--- src/rtl/gbx_seq_pkg.sv ---
package gbx_seq_pkg;
  localparam int SEQ_W = 7;
  localparam int HDR_W = 3;
  localparam int LAST_67 = 66;
  localparam int LAST_66 = 32;
  localparam int PAUSE_67_A = 21;
  localparam int PAUSE_67_B = 44;
  localparam int PAUSE_67_C = 65;
  localparam int PAUSE_66 = 31;

  typedef struct packed {
    logic loadData;
    logic loadHdr;
    logic fillZero;
    logic narrow;
    logic shortHdr;
  } dpStrb_t;
endpackage

--- src/rtl/gbx_seq_ctrl.sv ---
module gbx_seq_ctrl
  import gbx_seq_pkg::*;
(
  input  logic             clk,
  input  logic             rst,
  input  logic             mode67,
  input  logic             narrowSel,
  input  logic             inValid,
  output logic             upReady,
  output logic [SEQ_W-1:0] seqOut,
  output dpStrb_t          strb
);
  logic [SEQ_W-1:0] cnt, lastCnt;
  logic phase, hdrPh, startedQ, mode67Q, narrowQ;
  logic isPause, pauseNow, slotGo, countDone;

  always_comb begin
    lastCnt = mode67Q ? SEQ_W'(LAST_67) : SEQ_W'(LAST_66);
    if (mode67Q)
      isPause = (cnt == SEQ_W'(PAUSE_67_A)) || (cnt == SEQ_W'(PAUSE_67_B)) ||
                (cnt == SEQ_W'(PAUSE_67_C));
    else
      isPause = (cnt == SEQ_W'(PAUSE_66));
    pauseNow  = startedQ & isPause;
    upReady   = ~rst & ~pauseNow;
    slotGo    = ~rst & (startedQ | inValid);
    countDone = ~narrowQ | phase;
  end

  always_ff @(posedge clk) begin
    if (rst) begin
      cnt      <= '0;
      phase    <= 1'b0;
      hdrPh    <= 1'b0;
      startedQ <= 1'b0;
      seqOut   <= '0;
      mode67Q  <= mode67;
      narrowQ  <= narrowSel;
    end else if (slotGo) begin
      startedQ <= 1'b1;
      seqOut   <= cnt;
      phase    <= narrowQ & ~phase;
      if (countDone) begin
        if (cnt == lastCnt) begin
          cnt   <= '0;
          hdrPh <= 1'b0;
        end else begin
          cnt <= cnt + 1'b1;
          if (!isPause) hdrPh <= ~hdrPh;
        end
      end
    end
  end

  always_comb begin
    strb.loadData = slotGo & ~pauseNow;
    strb.loadHdr  = slotGo & ~pauseNow & ~hdrPh & ~phase;
    strb.fillZero = ~inValid;
    strb.narrow   = narrowQ;
    strb.shortHdr = ~mode67Q;
  end

  // with the 4-byte interface the count steps by one each cycle
  a_r3_step: assert property (@(posedge clk) disable iff (rst)
    (startedQ && $past(startedQ) && !narrowQ && seqOut != lastCnt)
      |=> seqOut == $past(seqOut) + 1'b1);

  // the count never passes the wrap point of the latched mode
  a_r5_range: assert property (@(posedge clk) disable iff (rst)
    seqOut <= lastCnt);

  // a stalled slot is always reported at a pause count
  a_r6_pause_seq: assert property (@(posedge clk) disable iff (rst)
    !upReady |=> (mode67Q ? (seqOut == SEQ_W'(PAUSE_67_A) || seqOut == SEQ_W'(PAUSE_67_B) ||
                             seqOut == SEQ_W'(PAUSE_67_C))
                          : (seqOut == SEQ_W'(PAUSE_66))));
endmodule

--- src/rtl/gbx_seq_dpath.sv ---
module gbx_seq_dpath
  import gbx_seq_pkg::*;
#(
  parameter int DATA_W = 32
) (
  input  logic              clk,
  input  logic              rst,
  input  dpStrb_t           strb,
  input  logic [DATA_W-1:0] inData,
  input  logic [HDR_W-1:0]  inHdr,
  output logic [DATA_W-1:0] dataOut,
  output logic [HDR_W-1:0]  hdrOut
);
  localparam int HALF = DATA_W / 2;
  localparam int SHORT_HDR_W = HDR_W - 1;

  logic [DATA_W-1:0] wordSel;
  logic [HDR_W-1:0]  hdrSel;

  always_comb begin
    if (strb.fillZero)     wordSel = '0;
    else if (strb.narrow)  wordSel = {{(DATA_W-HALF){1'b0}}, inData[HALF-1:0]};
    else                   wordSel = inData;
    if (strb.fillZero)     hdrSel = '0;
    else if (strb.shortHdr) hdrSel = {1'b0, inHdr[SHORT_HDR_W-1:0]};
    else                   hdrSel = inHdr;
  end

  always_ff @(posedge clk) begin
    if (rst) begin
      dataOut <= '0;
      hdrOut  <= '0;
    end else begin
      if (strb.loadData) dataOut <= wordSel;
      if (strb.loadHdr)  hdrOut  <= hdrSel;
    end
  end

  // the data register holds whenever the control withholds a load
  a_r8_hold: assert property (@(posedge clk) disable iff (rst)
    !strb.loadData |=> $stable(dataOut));

  // the 2-byte interface never sets the upper half of the word
  a_r4_upper_zero: assert property (@(posedge clk) disable iff (rst)
    strb.narrow |-> dataOut[DATA_W-1:HALF] == '0);

  // the short header leaves its top bit clear
  a_r9_short_hdr: assert property (@(posedge clk) disable iff (rst)
    strb.shortHdr |-> !hdrOut[HDR_W-1]);
endmodule

--- src/rtl/gbx_seq_top.sv ---
module gbx_seq_top
  import gbx_seq_pkg::*;
#(
  parameter int DATA_W = 32
) (
  input  logic              clk,
  input  logic              rst,
  input  logic              mode67,
  input  logic              narrowSel,
  input  logic              inValid,
  input  logic [DATA_W-1:0] inData,
  input  logic [HDR_W-1:0]  inHdr,
  output logic              upReady,
  output logic [SEQ_W-1:0]  seqOut,
  output logic [HDR_W-1:0]  hdrOut,
  output logic [DATA_W-1:0] dataOut
);
  dpStrb_t strb;

  gbx_seq_ctrl u_ctrl (
    .clk       (clk),
    .rst       (rst),
    .mode67    (mode67),
    .narrowSel (narrowSel),
    .inValid   (inValid),
    .upReady   (upReady),
    .seqOut    (seqOut),
    .strb      (strb)
  );

  gbx_seq_dpath #(.DATA_W(DATA_W)) u_dpath (
    .clk     (clk),
    .rst     (rst),
    .strb    (strb),
    .inData  (inData),
    .inHdr   (inHdr),
    .dataOut (dataOut),
    .hdrOut  (hdrOut)
  );
endmodule

--- config.mk ---
export PLATFORM = sky130hd
export DESIGN_NAME = gbx_seq_top
export DESIGN_NICKNAME = d
export VERILOG_FILES = /design/src/rtl/gbx_seq_pkg.sv /design/src/rtl/gbx_seq_ctrl.sv /design/src/rtl/gbx_seq_dpath.sv /design/src/rtl/gbx_seq_top.sv
export SDC_FILE = /design/constraint.sdc
export NUM_CORES = 1
export LEC_CHECK = 0
export ABC_AREA = 1
export CAP_MARGIN = 5
export CORE_MARGIN = 4
export CORE_UTILIZATION = 45
export DETAILED_ROUTE_END_ITERATION = 10
export GPL_TIMING_DRIVEN = 0
export PLACE_DENSITY = 0.9
export SLEW_MARGIN = 10
export SYNTH_ARGS = -nofsm -noshare
export SYNTH_HDL_FRONTEND = slang
export SYNTH_HIERARCHICAL = 1
export SYNTH_SLANG_ARGS = --single-unit
--- constraint.sdc ---
create_clock -name clk -period 2.1 [get_ports clk]
set_input_delay 0.42 -clock clk [delete_from_list [all_inputs] [get_ports clk]]
set_output_delay 0.42 -clock clk [all_outputs]
set_load 0.02 [all_outputs]
### Yosys cells after proc, flatten, opt, wreduce, memory -nomap -nowiden

Index checks and enable logic that the tools add are counted.

| storage, ports and cells | value |
|---|---|
| bits in registers | 54 |
| output and inout port bits | 43 |

| cells by class | value |
|---|---|
| equality and inequality tests | 6 |
| reduce and logical (&&, ||, !) cells | 4 |
| muxes and demuxes | 9 |
| bitwise gates (word level) | 14 |
| $add $sub $neg | 1 |

Operator list:

| cell | count |
|---|---|
| $mux 32 | 2 |
| $eq 7x5->1 const B | 2 |
| $mux 7 | 2 |
| $add 7x1->7 const B | 1 |
| $and 1x1->1 | 7 |
| $eq 7x6->1 const B | 1 |
| $eq 7x7->1 | 1 |
| $eq 7x7->1 const B | 1 |
| $mux 3 | 2 |
| $not 1->1 | 5 |
| $mux 1 | 3 |
| $reduce_and 3->1 | 1 |
| $logic_or 1x1->1 | 2 |
| $ne 2x2->1 const B | 1 |
| $or 1x1->1 | 2 |
| $reduce_and 2->1 | 1 |

### Depth between registers and ports, before layout

| depth | value |
|---|---|
| depth after elaboration | 9 |
| gate-level depth with buffers | 14 |

### Cells and area by module

Netlist, hierarchy kept.

By module, submodules not included:

| module | cells an instance | seq. area each (µm²) | area an instance (µm²) | instances |
|---|---|---|---|---|
| gbx_seq_dpath | 190 | 700.7 | 1448.9 | 1 |
| gbx_seq_ctrl | 126 | 400.4 | 989.7 | 1 |

### Worst setup path before layout

Ideal clock, no wire load.

| timing path | value |
|---|---|
| path type | reg-to-reg |
| from | reg u_ctrl.cnt[0] |
| to | reg u_dpath.dataOut[10] |
| path slack | 329 ps |
| required time | 2034 ps |
| stages on the path, launching flop included | 13 |
| period minus slack after synthesis | 1771 ps |
| data arrival time | 1705 ps |
| cells stage by stage | dfxtp_1 > ha_1 > nand2_1 > nor2_2 > nor2_1 > nor2_1 > nand3_2 > o21ai_2 > inv_1 > inv_2 > buf_2 > nand2_1 > a21oi_2 |

RTL lines:

| element | RTL line | text |
|---|---|---|
| from (decl) | gbx_seq_ctrl.sv:13 | `logic [SEQ_W-1:0] cnt, lastCnt;` |
| from (signal assigned) | gbx_seq_ctrl.sv:48 | `cnt <= cnt + 1'b1;` |
| to (signal assigned) | gbx_seq_dpath.sv:34 | `if (strb.loadData) dataOut <= wordSel;` |
| to (decl) | gbx_seq_dpath.sv:11 | `output logic [DATA_W-1:0] dataOut,` |

### Worst setup path in the final report

| timing path | value |
|---|---|
| from | reg u_ctrl.cnt[2] |
| to | out upReady |

| on the way | value |
|---|---|
| word-level cells in the longest chain between the ends | 7 |
| elaborated cells between the ends (all ways) | 10 |
| those cells by class | eq/ne: 4; mux: 1; bitwise: 3; reduce/logical: 2 |

RTL lines:

| element | RTL line | text |
|---|---|---|
| $eq 7x5->1 / $eq 7x6->1 (equally long branches) | gbx_seq_ctrl.sv:20 | `isPause = (cnt == SEQ_W'(PAUSE_67_A)) \|\| (cnt == SEQ_W'(PAUSE_67_B)) \|\|` |
| $logic_or 1x1->1 (2 in a row) | gbx_seq_ctrl.sv:20 |  |
| $mux 1 (*) | gbx_seq_ctrl.sv:19 | `if (mode67Q)` |
| $and 1x1->1 (*) | gbx_seq_ctrl.sv:24 | `pauseNow = startedQ & isPause;` |
| $not 1->1 (*) | gbx_seq_ctrl.sv:25 | `upReady = ~rst & ~pauseNow;` |
| $and 1x1->1 (*) | gbx_seq_ctrl.sv:25 |  |
| to (decl) | gbx_seq_top.sv:13 | `output logic upReady,` |

Mark *: on every way between the ends. The rest lies on a longest branch, timed or not.

==> impl_metrics.prom <==
# TYPE chip_impl_metric gauge
chip_impl_info{name="outcome",value="finished clean"} 1
chip_impl_metric{name="fin_crit_sh",unit="%"} 99.0
chip_impl_info{name="worstReg2RegEnd",value="u_dpath/dataOut[11]"} 1
chip_impl_metric{name="period_needed",unit="ns"} 2.08
chip_impl_metric{name="cts_inserted_buffers",unit=""} 5
chip_impl_info{name="cts-root-buf",value="sky130_fd_sc_hd__clkbuf_8"} 1
chip_impl_metric{name="report.power.total",unit="uW"} 2340
chip_impl_metric{name="hpwl",unit="um"} 4760
chip_impl_info{name="synthMostInstantiatedCell",value="sky130_fd_sc_hd__nand2_1"} 1
chip_impl_metric{name="global_route.usage.total",unit="%"} 19.7
chip_impl_metric{name="synth.cell_area",unit="um2"} 2440
chip_impl_info{name="worst_setup_path_start_kind",value="flip-flop"} 1
chip_impl_metric{name="critical_path.max_fanout",unit=""} 4
chip_impl_metric{name="portion_of_synthesized_cell_area_occupied_by_the_leading_cell_type",unit="%"} 42.7
chip_impl_metric{name="max_clock_freq",unit="MHz"} 481
chip_impl_metric{name="irDropWorstVdd",unit="mV"} 0.401
chip_impl_metric{name="sequential_element_share_of_the_synthesized_area",unit="%"} 45.2
chip_impl_metric{name="synth.lib_cells_used.distinct",unit=""} 31
chip_impl_metric{name="drv_slew",unit=""} 0
chip_impl_metric{name="cp_num_cells",unit=""} 8
chip_impl_metric{name="leakage",unit="uW"} 0.00141
chip_impl_metric{name="share_of_cells_above_drive_strength_1",unit="%"} 19.7
chip_impl_metric{name="initial_core_util",unit="%"} 47.1
chip_impl_metric{name="min_path_cells",unit=""} 2
chip_impl_metric{name="first_pass_iters",unit=""} 4
chip_impl_metric{name="hold_fails_final_rpt",unit=""} 0
chip_impl_metric{name="via_per_inst",unit=""} 4.88
chip_impl_metric{name="grt_use_met1",unit="%"} 23.4
chip_impl_metric{name="h-tree-depth",unit=""} 2
chip_impl_metric{name="via_count_of_the_first_global_routing_pass",unit=""} 2297
chip_impl_info{name="critPathCaptureType",value="primary output"} 1
chip_impl_metric{name="avgSynthCellArea",unit="um2"} 7.72
chip_impl_info{name="postSynth.topFlopCell",value="sky130_fd_sc_hd__dfxtp_1"} 1
chip_impl_metric{name="slew_headroom",unit="%"} 80.1
chip_impl_metric{name="cap_viol_max_count",unit=""} 0
chip_impl_metric{name="synth.yosys.warnings",unit=""} 6
chip_impl_metric{name="clock_latency_on_the_worst_skew_pair",unit="ns"} 0.31
chip_impl_metric{name="die_area",unit="um2"} 6660
chip_impl_metric{name="post_synth_inst_count",unit=""} 316
chip_impl_metric{name="critical_path_arrival",unit="ns"} 1.66
chip_impl_metric{name="maximum_buffer_depth_of_the_clock_tree",unit=""} 2
chip_impl_info{name="tritoncts",value="built"} 1
chip_impl_info{name="gr-max-usage-layer",value="met2"} 1
chip_impl_metric{name="die-width",unit="um"} 81.6
chip_impl_metric{name="total_of_endpoints_with_negative_setup_slack_in_the_final_report",unit=""} 0
chip_impl_metric{name="antenna_cells_inserted",unit=""} 0
chip_impl_info{name="hold_end",value="u_dpath/dataOut[18]"} 1
chip_impl_metric{name="grt_antenna_before_repair",unit=""} 0
chip_impl_metric{name="synthToLayoutAreaGrowth",unit="%"} 46.9
chip_impl_metric{name="timing.reg2reg.setup_slack",unit="ns"} 0.09
chip_impl_metric{name="dr_total_vias",unit=""} 2353
chip_impl_info{name="largest_cells_by_area_after_synthesis",value="sky130_fd_sc_hd__dfxtp_1 43%, sky130_fd_sc_hd__nand2_1 11%, sky130_fd_sc_hd__a21oi_1 7.0%"} 1
chip_impl_metric{name="detail_route.drc_violations",unit=""} 0
chip_impl_metric{name="synth_compound_area_share",unit="%"} 13.4
chip_impl_metric{name="required",unit="ns"} 1.68
chip_impl_metric{name="synth-edff-count",unit=""} 2
chip_impl_metric{name="final.setup.tns",unit="ns"} 0
chip_impl_metric{name="globalRouteMet2Util",unit="%"} 34.6
chip_impl_metric{name="yosys.area_share.xor_xnor",unit="%"} 1.44
chip_impl_metric{name="grt_first_pass_wirelength",unit="um"} 10300
chip_impl_metric{name="postSynthNetCount",unit=""} 359
chip_impl_metric{name="synth.area.mux_share",unit="%"} 0
chip_impl_metric{name="path_clk_slew",unit="ns"} 0.09
chip_impl_metric{name="postLayoutCoreUtil",unit="%"} 69.3
chip_impl_metric{name="die-height",unit="um"} 81.6
chip_impl_metric{name="core_region_area",unit="um2"} 5170
chip_impl_info{name="synth_top_family_by_area",value="simple AND/OR/NAND/NOR gates"} 1
chip_impl_info{name="cp_cell_sequence",value="inv_1, o21ai_0, nand2_1, nand2_1, nand3_2, o21ai_2, inv_1, buf_6"} 1
chip_impl_metric{name="cp_slowest_stage_delay",unit="ns"} 0.44
chip_impl_info{name="worst-setup-path-type",value="flip-flop to primary output"} 1
chip_impl_metric{name="first_iter_violations",unit=""} 100
chip_impl_metric{name="met3_usage",unit="%"} 4.93
chip_impl_metric{name="yosys.area_share.adder",unit="%"} 1.54
chip_impl_info{name="min_from",value="u_dpath/dataOut[18]"} 1
chip_impl_metric{name="sum_of_overflow_across_all_layers_after_global_routing",unit=""} 0
chip_impl_metric{name="r2r_cells",unit=""} 12
chip_impl_metric{name="io_buffers",unit=""} 82
chip_impl_metric{name="yosys_register_bits",unit=""} 54
chip_impl_info{name="most_used_standard_cells_in_the_synthesized_netlist",value="74 x sky130_fd_sc_hd__nand2_1, 52 x sky130_fd_sc_hd__dfxtp_1, 45 x sky130_fd_sc_hd__nor2_1"} 1
chip_impl_metric{name="drtAntennaViolNets",unit=""} 0
chip_impl_info{name="worstSetupStartpoint",value="u_ctrl/cnt[2]"} 1
chip_impl_metric{name="synthArstFlopShare",unit="%"} 0
chip_impl_info{name="cpMaxStageDelayCell",value="sky130_fd_sc_hd__dfxtp_1"} 1
chip_impl_metric{name="boundaryPins",unit=""} 83
chip_impl_info{name="critical-path-top-delay-family",value="flip-flops"} 1
chip_impl_info{name="reg2reg_from",value="u_ctrl/cnt[2]"} 1
chip_impl_metric{name="fin_skew",unit="ns"} 0.00419
chip_impl_metric{name="cts_sinks",unit=""} 54
chip_impl_metric{name="simple_gate_portion_of_the_synthesized_area",unit="%"} 27.9
chip_impl_info{name="rsz0062_at_grt",value="true"} 1
chip_impl_metric{name="fin_nets",unit=""} 454
chip_impl_metric{name="std_cell_rows",unit=""} 26
chip_impl_metric{name="holdBufCountCts",unit=""} 0
chip_impl_metric{name="globalplace.congestion",unit=""} 0.859
chip_impl_metric{name="detail_route.wl_per_cell",unit="um"} 14.2
chip_impl_metric{name="totalWireLength",unit="um"} 6850
chip_impl_metric{name="critPathBufInv",unit=""} 3
chip_impl_metric{name="fin_worst_hold_slack",unit="ns"} 0.467
chip_impl_info{name="hold_class",value="flip-flop to flip-flop"} 1
chip_impl_metric{name="worst_pin_slew",unit="ns"} 0.298
chip_impl_info{name="cell_type_contributing_the_most_total_cell_area_after_synthesis",value="sky130_fd_sc_hd__dfxtp_1"} 1
chip_impl_metric{name="power_density",unit="nW/um2"} 652
chip_impl_metric{name="maximum_number_of_pins_on_one_net_before_global_route_repair",unit=""} 17
-- area by class of cell --
cell class                 instances  area [um2]
clock inverter                     3        63.8
sequential                        54        1110
inverter                          35         144
multi-input combinational        211        1110
clock buffer                       5        68.8
timing repair buffer              88         871
fill                             395        1590
tap                               70        87.6
buffer                            16         128
-- cell families after synthesis --
logic type                 Yosys count
buffers and inverters               51
AOI/OAI and AO/OA                   54
xor gates and xnor gates             4
and+or+nand+nor                    150
adders and majority gates            3
DFF                                 54
-- state kept, by name (all words and copies together), names as in the netlist --
register	flops
u_dpath/dataOut	32
u_ctrl/mode67Q	1
u_ctrl/phase	1
u_ctrl/seqOut	7
u_ctrl/narrowQ	1
u_ctrl/hdrPh	1
u_ctrl/startedQ	1
u_dpath/hdrOut	3
u_ctrl/cnt	7
-- stage by stage --
stage               setup WS [ns]  instance area [um2]  cells
floorplan                   0.329                 2440    316
global placement           -0.211                 3350    468
detailed placement         -0.234                 3350    468
CTS                       0.00809                 3490    478
global route              -0.0819                 3580    482
finish                     0.0204                 3580    482
-- repair_timing --
action,in CTS,in global routing
pin swaps,1,5
setup endpoints to repair,24,32
setup buffers,2,4
gates resized for setup,8,20
-- metal layers --
metal,up-vias,part of all wire (%)
met2,85,51
met3,16,6.3
li1,1170,-
met4,0,2.3
met1,1082,41
met5,-,0
-- cell usage in the layout, fill, tap and decap left out, types with 2 or more instances in the layout --
| cell | netlist | layout |
|---|---|---|
| sky130_fd_sc_hd__a21oi_1 | 34 | 34 |
| sky130_fd_sc_hd__a21oi_2 | 11 | 11 |
| sky130_fd_sc_hd__buf_2 | 10 | 6 |
| sky130_fd_sc_hd__buf_4 | 1 | 9 |
| sky130_fd_sc_hd__buf_6 | 4 | 6 |
| sky130_fd_sc_hd__bufinv_16 | 0 | 2 |
| sky130_fd_sc_hd__clkbuf_8 | 0 | 5 |
| sky130_fd_sc_hd__clkdlybuf4s50_1 | 0 | 81 |
| sky130_fd_sc_hd__dfxtp_1 | 52 | 50 |
| sky130_fd_sc_hd__dfxtp_4 | 0 | 2 |
| sky130_fd_sc_hd__edfxtp_1 | 2 | 2 |
| sky130_fd_sc_hd__ha_4 | 0 | 2 |
| sky130_fd_sc_hd__inv_1 | 28 | 26 |
| sky130_fd_sc_hd__inv_2 | 5 | 5 |
| sky130_fd_sc_hd__inv_4 | 1 | 3 |
| sky130_fd_sc_hd__nand2_1 | 74 | 73 |
| sky130_fd_sc_hd__nand2_2 | 13 | 14 |
| sky130_fd_sc_hd__nand2_4 | 2 | 2 |
| sky130_fd_sc_hd__nand3_1 | 7 | 7 |
| sky130_fd_sc_hd__nand3_2 | 2 | 2 |
| sky130_fd_sc_hd__nor2_1 | 45 | 45 |
| sky130_fd_sc_hd__nor2_2 | 2 | 2 |
| sky130_fd_sc_hd__nor2_8 | 2 | 2 |
| sky130_fd_sc_hd__o21ai_0 | 4 | 4 |
| sky130_fd_sc_hd__o21ai_2 | 1 | 2 |
| sky130_fd_sc_hd__xor2_1 | 3 | 3 |
-- worst max path at each step --
stage / end
after global routing: upReady
after detailed placement: upReady
after global placement: upReady
final: upReady
after floorplan: u_dpath/dataOut[10]
after CTS: upReady
-- tightest hold or removal path, cell delays in order (launching register included) --
cell and delay (ns):
sky130_fd_sc_hd__dfxtp_1 0.32, sky130_fd_sc_hd__nand2_1 0.06, sky130_fd_sc_hd__a21oi_1 0.05
-- report_power, final --
group | total, uW | switching, uW | internal [uW] | leakage [uW]
sequential | 1100 | 33.8 | 1070 | 0.000443
clock | 814 | 342 | 472 | 0.0000658
combinational | 417 | 214 | 203 | 0.000903
total | 2340 | 590 | 1750 | 0.00141
Note: power is estimated with default switching activity, not from simulation.
